==> config.mk <==
export PLATFORM = sky130hd
export DESIGN_NAME = tagged_fu
export DESIGN_NICKNAME = d
export VERILOG_FILES = /design/src/rtl/tagged_fu.sv
export SDC_FILE = /design/constraint.sdc
export NUM_CORES = 1
export LEC_CHECK = 0
export BUFFER_PORTS_ARGS = -buffer_cell sky130_fd_sc_hd__buf_2
export CORE_MARGIN = 1
export CORE_UTILIZATION = 61
export DETAILED_ROUTE_END_ITERATION = 10
export PLACE_DENSITY = 0.85
export SLEW_MARGIN = 20
export SYNTH_ARGS = -nofsm -noshare
export SYNTH_HDL_FRONTEND = slang
export SYNTH_SLANG_ARGS = --single-unit
==> constraint.sdc <==
create_clock -name clk -period 8.4 [get_ports clk]
set_clock_uncertainty 0.1 [all_clocks]
set_input_delay 1.68 -clock clk [delete_from_list [all_inputs] [get_ports clk]]
set_output_delay 1.68 -clock clk [all_outputs]
set_load 0.1 [all_outputs]
==> src/rtl/tagged_fu.sv <==
module tagged_fu #(
  parameter int W    = 32,
  parameter int IDW  = 11,
  parameter int AMTW = $clog2(W)
) (
  input  logic            clk,
  input  logic            rst_n,
  input  logic            issue_valid,
  input  logic [IDW-1:0]  issue_fid,
  input  logic [W-1:0]    issue_a,
  input  logic [W-1:0]    issue_b,
  output logic            res_valid,
  output logic [W-1:0]    res_data,
  output logic            fault,
  input  logic            cfg_we,
  input  logic [IDW-1:0]  cfg_fid,
  input  logic [15:0]     cfg_lut,
  input  logic [1:0]      cfg_mode,
  input  logic [AMTW-1:0] cfg_amt
);
  logic            loaded;
  logic [IDW-1:0]  tag_q;
  logic [15:0]     lut_q;
  logic [1:0]      mode_q;
  logic [AMTW-1:0] amt_q;

  always_ff @(posedge clk or negedge rst_n) begin
    if (!rst_n) begin
      loaded <= 1'b0;
      tag_q  <= '0;
      lut_q  <= '0;
      mode_q <= '0;
      amt_q  <= '0;
    end else if (cfg_we) begin
      loaded <= 1'b1;
      tag_q  <= cfg_fid;
      lut_q  <= cfg_lut;
      mode_q <= cfg_mode;
      amt_q  <= cfg_amt;
    end
  end

  logic [W-1:0]   tbl;
  logic [2*W-1:0] dbl;
  logic [W-1:0]   op;

  for (genvar i = 0; i < W; i++) begin : g_bit
    localparam int N = (i + 1) % W;
    assign tbl[i] = lut_q[{issue_b[N], issue_a[N], issue_b[i], issue_a[i]}];
  end

  assign dbl = {tbl, tbl} << amt_q;

  always_comb begin
    case (mode_q)
      2'd0:    op = tbl;
      2'd1:    op = tbl + issue_a;
      2'd2:    op = tbl << amt_q;
      default: op = dbl[2*W-1:W];
    endcase
  end

  logic hit;
  assign hit       = issue_valid && loaded && (issue_fid == tag_q);
  assign res_valid = hit;
  assign fault     = issue_valid && !hit;
  assign res_data  = hit ? op : '0;
endmodule


==> reports/qor.yml <==
routing:
  vias: 11100
  first_pass_iters: 8
  routed_wirelength_um: 40300
  ant_nets: 0
  drc: 0
  dr_wl_met2_um: 17100
  routed_via_density: 8.05
  met1_length_um: 14100
  wire_per_inst_um: 29.2
  drt_iter0_markers: 1836
  top_layer_used: "met4"
  wl_met3_um: 6580
clock_tree:
  path_clk_slew_ns: 0.05
  ctsLongestPathBuffers: 2
  numCtsBuffers: 5
  cts_root_buf: "clkbuf_16"
  ctsHoldBuffers: 0
  cts_tree: "built"
  cts_setup_buffers: 0
  clock_latency_ns: 0.28
  cts_max_level: 2
  clock-sinks: 35
worst_setup_path:
  path_max_fanout: 9
  cp-end-kind: "primary output"
  startpoint: "issue_a[10]"
  r2r_setup_slack_ns: 6.42
  path_class: "in -> out"
  arrival_ns: 6.27
  cp-start-kind: "input pin"
  r2r-end: "amt_q[3]"
  worst_r2r_path_depth: 4
  r2r_start: "amt_q[3]"
  critPathRequiredTime_ns: 6.62
cells_and_area:
  multi_input_area_um2: 9040
  fillers: 1332
  layout-drive-gt1-share_pct: 34.1
  final_cells: 1382
  layout.nets: 1305
  ff_latch_area_um2: 882
  area_growth_pct: 8.46
die:
  io_pins: 147
  rows: 47
  die_y_um: 133
  die_area_um2: 17800
  coreArea_um2: 16700
  initial_core_util_pct: 63.1
  die-width_um: 133
pwr:
  powerDensity_nw_per_um2: 153
  ir_drop_uv: 171
  leakage_nw: 4.57
synth:
  synthesis.nets: 1273
  synthFlopType: "dfrtp_1"
  yosys_warnings: 0
  synth-async-reset-ratio_pct: 100
  ys_types: 75
  avgSynthCellArea_um2: 9.34
  yosysSeqAreaShare_pct: 8.31
  syn_area_um2: 10500
  synth_seq_cells: 35
  syn_inst: 1128
  synth-edff-count: 0
run_status:
  status: "finished, final reports clean"
placed_design:
  io_buffers: 146
  dp_cells: 1372
  dp.final_hpwl_um: 29200
  gp_congestion: 1.10
hold_path:
  hp-class: "reg -> reg"
  whs_path_depth: 1
  hold_end: "loaded"
  hp-start: "loaded"
grt:
  grtUsageTotal_pct: 45.5
  antenna_found_initial: 1
  grt_pass1_wl_um: 61600
  grt_pass1_vias: 10400
  grt_overflow_total: 0
  grt_max_degree: 45
timing:
  period_needed_ns: 8.05
  finalCritPeriodShare_pct: 95.9
  finalHoldViolCount: 0
  setup_viol: 0
  finalHoldWorstSlack_ns: 0.368
  worst_slew_pin_slew_ns: 1.22
  relSlewSlack_pct: 18.5
  fmax_mhz: 124
  rsz0062_at_grt: "false"
  slew_viol_final: 0
run:
  drv_cap: 0
[layout make-up]
class	instances	area share (%)
well taps	220	2.41
diodes	1	0.0219
clock buffers	6	1.22
inverters	25	0.821
clock inverters	2	0.307
multi-input cells	922	79.1
flip-flops and latches	35	7.72
repair buffers	171	8.37
[routing by layer]
| metal | up-vias | track usage (%) |
|---|---|---|
| met2 | 1150 | 67.3 |
| met5 | - | 0 |
| met1 | 5176 | 61.1 |
| li1 | 4581 | - |
| met3 | 217 | 14.0 |
| met4 | 0 | 21.1 |
[cell families (layout without fill, tap and decap cells)]
logic type	count (synthesis)	in the layout	share of synthesized area, %
compound gates	317	317	20.4
xor+xnor	28	28	2.33
fa+ha+maj	32	32	3.87
buf+inv	171	204	6.86
flops	35	35	8.31
mux	274	274	46.4
other cells	0	1	0
simple gates	271	271	11.9
[cell usage after synthesis, types with 14 or more instances]
library cell | instances | share of area, %
o21ai_0 | 59 | 2.8
nor2_1 | 82 | 2.9
nand3_1 | 22 | 1.0
inv_1 | 20 | 0.71
mux4_2 | 138 | 30
clkbuf_1 | 102 | 3.6
dfrtp_1 | 35 | 8.3
a21oi_1 | 73 | 3.5
o21a_1 | 17 | 1.2
xor2_1 | 20 | 1.7
mux4_1 | 21 | 5.2
mux2i_1 | 61 | 5.8
buf_2 | 22 | 1.0
nand2_1 | 81 | 2.9
buf_1 | 14 | 0.50
a221oi_1 | 18 | 1.5
nor3_1 | 19 | 0.90
mux2_2 | 49 | 5.2
ha_1 | 31 | 3.7
a211oi_1 | 15 | 1.1
[repair_timing]
action | 4_1_cts | 5_1_grt
gates resized for setup | 0 | 1
endpoints found under the setup margin | 0 | 1
hold endpoints to repair | 0 | 0
[layout by cell type, fill, tap and decap left out, drive strengths merged, types with 8 or more instances in the layout]
master	instances
buf	171
mux4	159
nor2	82
nand2	81
a21oi	73
o21ai	65
mux2i	61
mux2	54
dfrtp	35
ha	31
nand3	22
inv	22
xor2	20
nor3	19
a221oi	18
o21a	17
a211oi	15
nand2b	13
o211ai	12
a31oi	12
a21o	9
a22o	9
nor2b	8
a22oi	8
xnor2	8
and3	8
[where the power goes]
group          internal [mW]  switching, mW  total (mW)
combinational          0.537          0.735        1.27
clock                  0.147         0.0708       0.218
sequential             0.184         0.0761       0.260
total                  0.868          0.882        1.75
[flip-flops by register name, summed over array words and instances, names as in the netlist]
name,cells
amt_q,5
loaded,1
lut_q,16
mode_q,2
tag_q,11
[critical path, cell delays in order]
cell      delay [ns]
buf_2           0.26
mux4_2          0.54
mux4_2          0.56
ha_1            0.39
a21oi_1         0.17
o21ai_0         0.13
a311oi_1        0.41
a21oi_1         0.18
o311a_1         0.40
o21a_1          0.17
a211oi_1        0.45
o22ai_1         0.17
a221oi_2        0.29
buf_2           0.46
[worst max path at each step]
| stage | slack [ns] | to | cells after the start |
|---|---|---|---|
| 4_1_cts | 0.28 | res_data[27] | 15 |
| 2_1_floorplan | -0.05 | res_data[14] | 15 |
| 3_3_place_gp | 0.33 | res_data[27] | 15 |
| 6_report | 0.35 | res_data[19] | 14 |
| 3_5_place_dp | 0.29 | res_data[27] | 15 |
| 5_1_grt | 0.10 | res_data[24] | 14 |
[through the flow]
| step | setup WS, ns | util, % | instance area [µm²] | total power [mW] | TNS, ns |
|---|---|---|---|---|---|
| after floorplan | -0.0533 | - | 10600 | 1.12 | -0.0533 |
| after global placement | 0.333 | 67.2 | 11200 | 1.44 | 0 |
| final | 0.346 | 68.4 | 11400 | 1.75 | 0 |
| after CTS | 0.282 | 68.2 | 11400 | 1.68 | 0 |
| after detailed placement | 0.287 | 67.2 | 11200 | 1.46 | 0 |
| after global routing | 0.103 | 68.4 | 11400 | 1.81 | 0 |
Power figures use the tool's default switching activity.
